### config.mk
export PLATFORM = sky130hd
export DESIGN_NAME = soft_vol_ctrl
export DESIGN_NICKNAME = d
export VERILOG_FILES = /design/src/rtl/svc_pkg.sv /design/src/rtl/svc_rate_tick.sv /design/src/rtl/svc_ramp_ch.sv /design/src/rtl/svc_scale.sv /design/src/rtl/soft_vol_ctrl.sv
export SDC_FILE = /design/constraint.sdc
export NUM_CORES = 2
export LEC_CHECK = 0
export BUFFER_PORTS_ARGS = -buffer_cell sky130_fd_sc_hd__buf_2
export CELL_PAD_IN_SITES_DETAIL_PLACEMENT = 0
export CELL_PAD_IN_SITES_GLOBAL_PLACEMENT = 1
export CORE_ASPECT_RATIO = 2
export CORE_UTILIZATION = 55
export DETAILED_ROUTE_END_ITERATION = 10
export PLACE_DENSITY_LB_ADDON = 0.08
export SYNTH_ARGS = -nofsm -noshare
export SYNTH_HDL_FRONTEND = slang
export SYNTH_SLANG_ARGS = --single-unit
### constraint.sdc
create_clock -name clk -period 22 [get_ports clk]
set_input_delay 2.2 -clock clk [delete_from_list [all_inputs] [get_ports clk]]
set_output_delay 2.2 -clock clk [all_outputs]
set_load 0.02 [all_outputs]
### src/rtl/svc_pkg.sv
package svc_pkg;

  localparam int ATT_W     = 10;
  localparam int GAIN_W    = 16;
  localparam int GAIN_FRAC = 15;
  localparam int SEG       = 48;
  localparam int RATE_W    = 2;

  localparam logic [ATT_W-1:0]  ATT_FLOOR  = ATT_W'(1016);
  localparam logic [ATT_W-1:0]  SEG_C      = ATT_W'(SEG);
  localparam logic [GAIN_W-1:0] GAIN_UNITY = GAIN_W'(1 << GAIN_FRAC);

  // ratio of one 0.125 dB step, scaled by 2^32
  localparam longint unsigned STEP_K = 64'd4233600374;

  typedef enum logic [RATE_W-1:0] {
    RATE_EVERY_1 = 2'd0,
    RATE_EVERY_2 = 2'd1,
    RATE_EVERY_4 = 2'd2,
    RATE_EVERY_8 = 2'd3
  } rate_sel_e;

  // mantissa table for one 6 dB segment, built with 30 fractional bits
  function automatic logic [SEG*GAIN_W-1:0] build_mant();
    logic [SEG*GAIN_W-1:0] tbl;
    longint unsigned m;
    tbl = '0;
    m   = 64'd1 << 30;
    for (int i = 0; i < SEG; i++) begin
      tbl[i*GAIN_W +: GAIN_W] = GAIN_W'(m >> (30 - GAIN_FRAC));
      m = (m * STEP_K) >> 32;
    end
    return tbl;
  endfunction

  localparam logic [SEG*GAIN_W-1:0] MANT_TBL = build_mant();

  function automatic logic [GAIN_W-1:0] att_to_gain(input logic [ATT_W-1:0] code);
    logic [5:0]        r;
    logic [4:0]        k;
    logic [GAIN_W-1:0] m;
    if (code >= ATT_FLOOR) return '0;
    r = 6'(code % SEG_C);
    k = 5'(code / SEG_C);
    m = MANT_TBL[int'(r)*GAIN_W +: GAIN_W];
    return m >> k;
  endfunction

  function automatic logic [ATT_W-1:0] pick_target(input logic [ATT_W-1:0] vol,
                                                   input logic muted);
    if (muted) return ATT_FLOOR;
    if (vol > ATT_FLOOR) return ATT_FLOOR;
    return vol;
  endfunction

  function automatic logic [ATT_W-1:0] ramp_next(input logic [ATT_W-1:0] cur,
                                                 input logic [ATT_W-1:0] tgt,
                                                 input logic en);
    if (!en || cur == tgt) return cur;
    if (cur < tgt) return cur + 1'b1;
    return cur - 1'b1;
  endfunction

endpackage

### src/rtl/svc_rate_tick.sv
module svc_rate_tick
  import svc_pkg::*;
(
  input  logic              clk,
  input  logic              rst_n,
  input  logic              in_valid,
  input  logic [RATE_W-1:0] rate_sel,
  output logic              step_en
);

  localparam int CNT_W = (1 << RATE_W) - 1;

  logic [CNT_W-1:0] cnt_q;
  logic [CNT_W-1:0] limit;
  logic             count_done;

  always_comb begin
    limit = '0;
    for (int i = 0; i < CNT_W; i++) limit[i] = (i < int'(rate_sel));
  end

  assign count_done = (cnt_q >= limit);
  assign step_en    = in_valid && count_done;

  always_ff @(posedge clk or negedge rst_n) begin
    if (!rst_n)        cnt_q <= '0;
    else if (step_en)  cnt_q <= '0;
    else if (in_valid) cnt_q <= cnt_q + 1'b1;
  end

  AST_RATE1_EVERY_SAMPLE: assert property (@(posedge clk) disable iff (!rst_n)
    (in_valid && rate_sel == RATE_EVERY_1) |-> step_en);

  AST_IDLE_NO_COUNT: assert property (@(posedge clk) disable iff (!rst_n)
    !in_valid |=> $stable(cnt_q));

endmodule

### src/rtl/svc_ramp_ch.sv
module svc_ramp_ch
  import svc_pkg::*;
(
  input  logic              clk,
  input  logic              rst_n,
  input  logic              step_en,
  input  logic [ATT_W-1:0]  vol,
  input  logic              mute,
  output logic [ATT_W-1:0]  att_q,
  output logic [GAIN_W-1:0] gain_q
);

  logic [ATT_W-1:0] tgt;
  logic [ATT_W-1:0] att_d;

  assign tgt   = pick_target(vol, mute);
  assign att_d = ramp_next(att_q, tgt, step_en);

  always_ff @(posedge clk or negedge rst_n) begin
    if (!rst_n) begin
      att_q  <= ATT_FLOOR;
      gain_q <= '0;
    end else begin
      att_q  <= att_d;
      gain_q <= att_to_gain(att_q);
    end
  end

  AST_ONE_CODE_STEP: assert property (@(posedge clk) disable iff (!rst_n)
    (att_q != $past(att_q)) |-> (att_q == $past(att_q) + 1'b1 || att_q + 1'b1 == $past(att_q)));

  AST_CODE_IN_RANGE: assert property (@(posedge clk) disable iff (!rst_n)
    att_q <= ATT_FLOOR);

  AST_HOLD_WITHOUT_TICK: assert property (@(posedge clk) disable iff (!rst_n)
    !step_en |=> $stable(att_q));

  AST_NO_OVERSHOOT: assert property (@(posedge clk) disable iff (!rst_n)
    (att_q == tgt) |=> $stable(att_q));

  AST_MUTE_RAMPS_DOWN: assert property (@(posedge clk) disable iff (!rst_n)
    (mute && step_en && att_q != ATT_FLOOR) |=> (att_q == $past(att_q) + 1'b1));

  AST_FLOOR_SILENT: assert property (@(posedge clk) disable iff (!rst_n)
    (att_q == ATT_FLOOR) |=> (gain_q == '0));

endmodule

### src/rtl/svc_scale.sv
module svc_scale
  import svc_pkg::*;
#(
  parameter int DATA_W = 24
) (
  input  logic                     clk,
  input  logic                     rst_n,
  input  logic                     in_valid,
  input  logic signed [DATA_W-1:0] sample,
  input  logic [GAIN_W-1:0]        gain,
  output logic signed [DATA_W-1:0] out_q
);

  localparam int PROD_W = DATA_W + GAIN_W + 1;

  function automatic logic signed [DATA_W-1:0] scale(input logic signed [DATA_W-1:0] s,
                                                     input logic [GAIN_W-1:0] g);
    logic signed [PROD_W-1:0] p;
    p = PROD_W'(s) * PROD_W'($signed({1'b0, g}));
    return DATA_W'(p >>> GAIN_FRAC);
  endfunction

  always_ff @(posedge clk or negedge rst_n) begin
    if (!rst_n)        out_q <= '0;
    else if (in_valid) out_q <= scale(sample, gain);
  end

  AST_IDLE_HOLDS: assert property (@(posedge clk) disable iff (!rst_n)
    !in_valid |=> $stable(out_q));

  AST_UNITY_PASS: assert property (@(posedge clk) disable iff (!rst_n)
    (in_valid && gain == GAIN_UNITY) |=> (out_q == $past(sample)));

endmodule

### src/rtl/soft_vol_ctrl.sv
module soft_vol_ctrl
  import svc_pkg::*;
#(
  parameter int NUM_CH = 2,
  parameter int DATA_W = 24
) (
  input  logic                     clk,
  input  logic                     rst_n,
  input  logic                     in_valid,
  input  logic [NUM_CH*DATA_W-1:0] in_data,
  input  logic [NUM_CH*ATT_W-1:0]  vol_att,
  input  logic [NUM_CH-1:0]        mute,
  input  logic [RATE_W-1:0]        rate_sel,
  output logic                     out_valid,
  output logic [NUM_CH*DATA_W-1:0] out_data
);

  logic step_en;

  svc_rate_tick u_tick (
    .clk      (clk),
    .rst_n    (rst_n),
    .in_valid (in_valid),
    .rate_sel (rate_sel),
    .step_en  (step_en)
  );

  for (genvar ch = 0; ch < NUM_CH; ch++) begin : g_ch
    logic [ATT_W-1:0]  att;
    logic [GAIN_W-1:0] gain;
    logic [DATA_W-1:0] lane_out;

    svc_ramp_ch u_ramp (
      .clk     (clk),
      .rst_n   (rst_n),
      .step_en (step_en),
      .vol     (vol_att[ch*ATT_W +: ATT_W]),
      .mute    (mute[ch]),
      .att_q   (att),
      .gain_q  (gain)
    );

    svc_scale #(.DATA_W(DATA_W)) u_scale (
      .clk      (clk),
      .rst_n    (rst_n),
      .in_valid (in_valid),
      .sample   (in_data[ch*DATA_W +: DATA_W]),
      .gain     (gain),
      .out_q    (lane_out)
    );

    assign out_data[ch*DATA_W +: DATA_W] = lane_out;

    AST_MUTED_LANE_ZERO: assert property (@(posedge clk) disable iff (!rst_n)
      (in_valid && att == ATT_FLOOR) |=> (lane_out == '0));
  end

  always_ff @(posedge clk or negedge rst_n) begin
    if (!rst_n) out_valid <= 1'b0;
    else        out_valid <= in_valid;
  end

  AST_VALID_SPACING: assert property (@(posedge clk) disable iff (!rst_n)
    in_valid |=> !in_valid);

endmodule

### After elaboration in Yosys (flattened, before gate mapping)

Cells that the tools add are included.

* register bits after elaboration: 104
* bits of input ports: 75
* output and inout port bits: 49
* word-level logic and storage cells: 76

* add/subtract/negate cells: 5
* $mul: 2
* divide/modulo/power cells: 4
* $lt $le $gt $ge: 10
* eq/ne operators: 2
* shifts and indexed selects: 4
* multiplexer cells: 36
* reduce and logical (&&, ||, !) cells: 5

Operators by type and width (number)
* indexed part select 768 x 11 -> 16 bit, first input constant: 2
* two-way mux 10 bit: 16
* multiplier 24 x 17 -> 39 bit: 2
* two-way mux 16 bit: 4
* >> shifter 16 x 5 -> 16 bit: 2
* adder 10 x 1 -> 10 bit, second input constant: 2
* divider 10 x 6 -> 10 bit, second input constant: 2
* equality test 10 bit: 2
* >= comparator 10 bit, second input constant: 2
* > comparator 10 bit, second input constant: 2
* < comparator 10 bit: 2
* modulo 10 x 6 -> 10 bit, second input constant: 2
* subtractor 10 x 1 -> 10 bit, second input constant: 2
* two-way mux 1 bit: 14
* two-way mux 3 bit: 2
* < comparator 1 x 2 -> 1 bit, first input constant: 2
* adder 3 x 1 -> 3 bit, second input constant: 1
* >= comparator 3 bit: 1
* logical OR 1 bit: 2
* < comparator 2 bit, first input constant: 1
* nonzero test 2 bit: 1
* logical AND 1 bit: 1
* zero test 1 bit: 1

### Logic depth before layout (Yosys ltp)

* depth after elaboration: 11
* depth in mapped cells: 29

### Hierarchy

A second synthesis with hierarchy kept.

* cells, all modules: 4358
* area total of the unflattened synthesis: 37676.1 um^2

Modules (own cells, without submodules)
* svc_scale at g_ch[0].u_scale: instances 1, cells each 1549, area each 14101.0 um^2, seq. area each 600.6 um^2
* svc_scale at g_ch[1].u_scale: instances 1, cells each 1534, area each 14003.4 um^2, seq. area each 600.6 um^2
* svc_ramp_ch at g_ch[0].u_ramp: instances 1, cells each 643, area each 4768.3 um^2, seq. area each 659.4 um^2
* svc_ramp_ch at g_ch[1].u_ramp: instances 1, cells each 606, area each 4555.6 um^2, seq. area each 659.4 um^2
* svc_rate_tick: instances 1, cells each 25, area each 222.7 um^2, seq. area each 75.1 um^2
* soft_vol_ctrl: instances 1, cells each 1, area each 25.0 um^2, seq. area each 25.0 um^2

### Worst setup path after synthesis

No wires, ideal clock.

* path kind: input-to-reg
* start point: input in_data[6]
* end point: register g_ch[0].u_scale.out_q[22]
* arrival: 8657 ps
* required time: 21875 ps
* setup slack: 13218 ps
* stages on the path: 27
* cell sequence: clkbuf_1 > nand2_1 > fa_1 > inv_1 > fa_1 > fa_1 > fa_1 > inv_1 > fa_1 > inv_1 > fa_1 > ha_1 > a21o_1 > a21oi_1 > o21ai_0 > a21oi_1 > nand3_1 > o31ai_1 > a21oi_1 > o211ai_1 > nand2_1 > a31oi_1 > o2111ai_1 > a31oi_1 > o21bai_1 > xor2_1 > mux2_2

* longest elaborated chain between the ends: 1

RTL lines
* start: declaration: line soft_vol_ctrl.sv:10 `input logic [NUM_CH*DATA_W-1:0] in_data,`
* multiplier 24 x 17 -> 39 bit: line svc_scale.sv:19 `p = PROD_W'(s) * PROD_W'($signed({1'b0, g}));`
* end signal: assignment: line svc_scale.sv:25 `else if (in_valid) out_q <= scale(sample, gain);`
* end: declaration: line svc_scale.sv:11 `output logic signed [DATA_W-1:0] out_q`

Every way passes these cells.
A chain may end at the register's enable or synchronous reset.

### Worst setup path in the final report

Ends and elaborated chain as after synthesis.

==> impl_metrics.json <==
{
  "num_rows": 133,
  "layout_min_cycle_time_ps": 9410,
  "status": "complete, no violations",
  "ys_async_sr_fraction": 1.00,
  "post-route-period-util": 0.428,
  "numCtsBuffers": 9,
  "ys.flop_type": "dfrtp_1",
  "clockRootBuffer": "clkbuf_16",
  "pin_count": 124,
  "pre_cts_slack_ps": 12150,
  "design.core.area_um2": 65700,
  "drv_cap": 0,
  "synth_nets": 5236,
  "setup_violations": 0,
  "die_w_um": 184,
  "synth-xor-area-share": 0.0280,
  "syn_inst": 4181,
  "worstPathArrival_ps": 9710,
  "wirelength_um": 105000,
  "final_nets": 5205,
  "hold_path_class": "register to register",
  "wire_per_inst_um": 20.8,
  "grt_setup_unrepaired": "no",
  "drt_iter0_drc": 1561,
  "synth.largest_area_cell": "fa_1",
  "synth_edf_count": 0,
  "synth_top_family_by_area": "adder cells",
  "gp_congestion": 0.974,
  "cts_tree": "done",
  "nFillCells": 6252,
  "synth.distinct_cells": 110,
  "antenna_found_initial": 3,
  "synth-compound-area-share": 0.103,
  "synth-seq-area-share": 0.0718,
  "die_area_um2": 67500,
  "firstDrtPassIters": 8,
  "port_buffers": 123,
  "cp_max_fo": 16,
  "synth_top_area_frac": 0.399,
  "cts_setup_buffers": 0,
  "fmax_ghz": 0.106,
  "critPathLaunchType": "input pin",
  "synth.avg_cell_area_um2": 8.73,
  "grt_pass1_wl_um": 168000,
  "ctsHoldBuffers": 0,
  "hold_viol_final": 0,
  "dp_hpwl_um": 84400,
  "cts_sinks": 104,
  "htreeDepth": 3,
  "num_vias": 29000,
  "syn-cell-area_um2": 36500,
  "clock_skew_ps": 16.8,
  "die_y_um": 366,
  "synthTopCellsByArea": "fa_1 (40%), inv_1 (8.7%), ha_1 (8.6%), dfrtp_1 (6.2%), nand2_1 (6.0%)",
  "syn2layout_area_growth_pct": 4.20,
  "clock_latency_ps": 420,
  "worstPathRequired_ps": 22310,
  "yosys_warnings": 0,
  "postRouteAntennaNets": 0,
  "worstSetupEndpointType": "register",
  "maxSlewHeadroom": 0.221,
  "cts.clk_slew.worst_paths_ps": 90,
  "synth_fa_ha_area_frac": 0.485,
  "clk_path_buf_depth": 2,
  "grt_max_degree": 73,
  "fin_setup_tns_ps": 0,
  "cts.repair.resized": 0,
  "synth_top_cells_by_count": "inv_1 (851), fa_1 (728), nand2_1 (580), and2_1 (316), ha_1 (252)",
  "vias_per_cell": 5.76,
  "ys_ff_latch": 104,
  "maxSlewViolCount": 0,
  "synthMuxAreaShare": 0.0286,
  "synth_most_common_cell": "inv_1",
  "crit_type": "input pin to register",
  "yosys.area_share.simple": 0.172,
  "drc": 0,
  "tightest_slew_ps": 1170,
  "grt_pass1_vias": 31600,
  "grt_usage": 0.329,
  "overflow": 0,
  "start_util": 0.556,
  "final_layout_size_suffix_gt1_frac": 0.0720,
  "fin_ws_ps": 12600
}
==> worst max-delay path, stage by stage <==
cell and delay [ps]:
buf_2 300, nand2_1 140, fa_1 550, inv_1 50, fa_1 560, fa_1 440
fa_1 490, inv_1 50, fa_1 530, inv_1 50, fa_1 470, ha_1 340
a21o_1 190, a21oi_1 170, o21ai_0 110, a21oi_1 160, nand3_1 230, o31ai_1 530
a21oi_1 200, o211ai_1 280, nand2_1 170, a31oi_1 350, o2111ai_1 270, a31oi_1 360
o21bai_1 110, xor2_1 140, mux2_2 260
==> state kept, by name (all words and copies together) (netlist names) <==
register            flops
u_tick.cnt_q            3
out_valid               1
g_ch.u_scale.out_q     48
g_ch.u_ramp.att_q      20
g_ch.u_ramp.gain_q     32
==> placed cells by master (no fill, tap or decap), types with 74 or more instances in the layout <==
cell type	count
xnor2_1	74
buf_2	122
and2_1	316
o21ai_0	90
dfrtp_1	89
nand2_1	580
inv_1	851
fa_1	728
nor2_1	153
ha_1	252
a21oi_1	111
==> worst paths after layout <==
path,cells past startpoint,startpoint,slack (ps),end
max,27,in_data[6],12600,g_ch[0].u_scale.out_q[22]$_DFFE_PN0P_
max reg2reg,26,g_ch[0].u_ramp.gain_q[10]$_DFF_PN0_,13750,g_ch[0].u_scale.out_q[22]$_DFFE_PN0P_
max in group asynchronous,2,rst_n,18910,g_ch[0].u_scale.out_q[18]$_DFFE_PN0P_
min,1,g_ch[1].u_scale.out_q[12]$_DFFE_PN0P_,480,g_ch[1].u_scale.out_q[12]$_DFFE_PN0P_
min reg2reg,1,g_ch[1].u_scale.out_q[12]$_DFFE_PN0P_,480,g_ch[1].u_scale.out_q[12]$_DFFE_PN0P_
min in group asynchronous,1,rst_n,1750,g_ch[1].u_ramp.gain_q[0]$_DFF_PN0_
==> area by class of cell <==
class                           count  area [um2]  area share
Multi-Input combinational cell   3015       29900       0.785
Timing Repair Buffer              165         933      0.0245
Sequential cell                   104        2620      0.0689
Clock buffer                        9         225     0.00592
Tap cell                          877        1100      0.0288
Inverter                          855        3210      0.0844
Antenna cell                        4        10.0    0.000263
Clock inverter                      7        86.3     0.00227
==> layer usage <==
metal / vias up / part of all wire / GRT usage
li1: 13000 / - / -
met1: 14900 / 0.34 / 0.337
met2: 846 / 0.56 / 0.627
met3: 339 / 0.036 / 0.0340
met4: 0 / 0.063 / 0.201
met5: - / 0 / 0
==> metrics by stage <==
step           hold WS [ps]  cell area (um2)  cells   util
2_1_floorplan           457            36500   4181      -
3_3_place_gp            465            37700   5016  0.574
3_5_place_dp            470            37700   5016  0.574
4_1_cts                 488            38000   5032  0.579
5_1_grt                 516            38000   5035  0.579
6_report                482            38000   5036  0.579
==> cells by family after synthesis <==
group	after synthesis
mux	93
xor+xnor	107
buf+inv	1062
fa+ha+maj	980
flops	104
compound gates	532
simple gates	1303
Power is left out: the tool's default activity adds up to more than one toggle a clock period on the data nets, which glitch-free logic cannot reach.
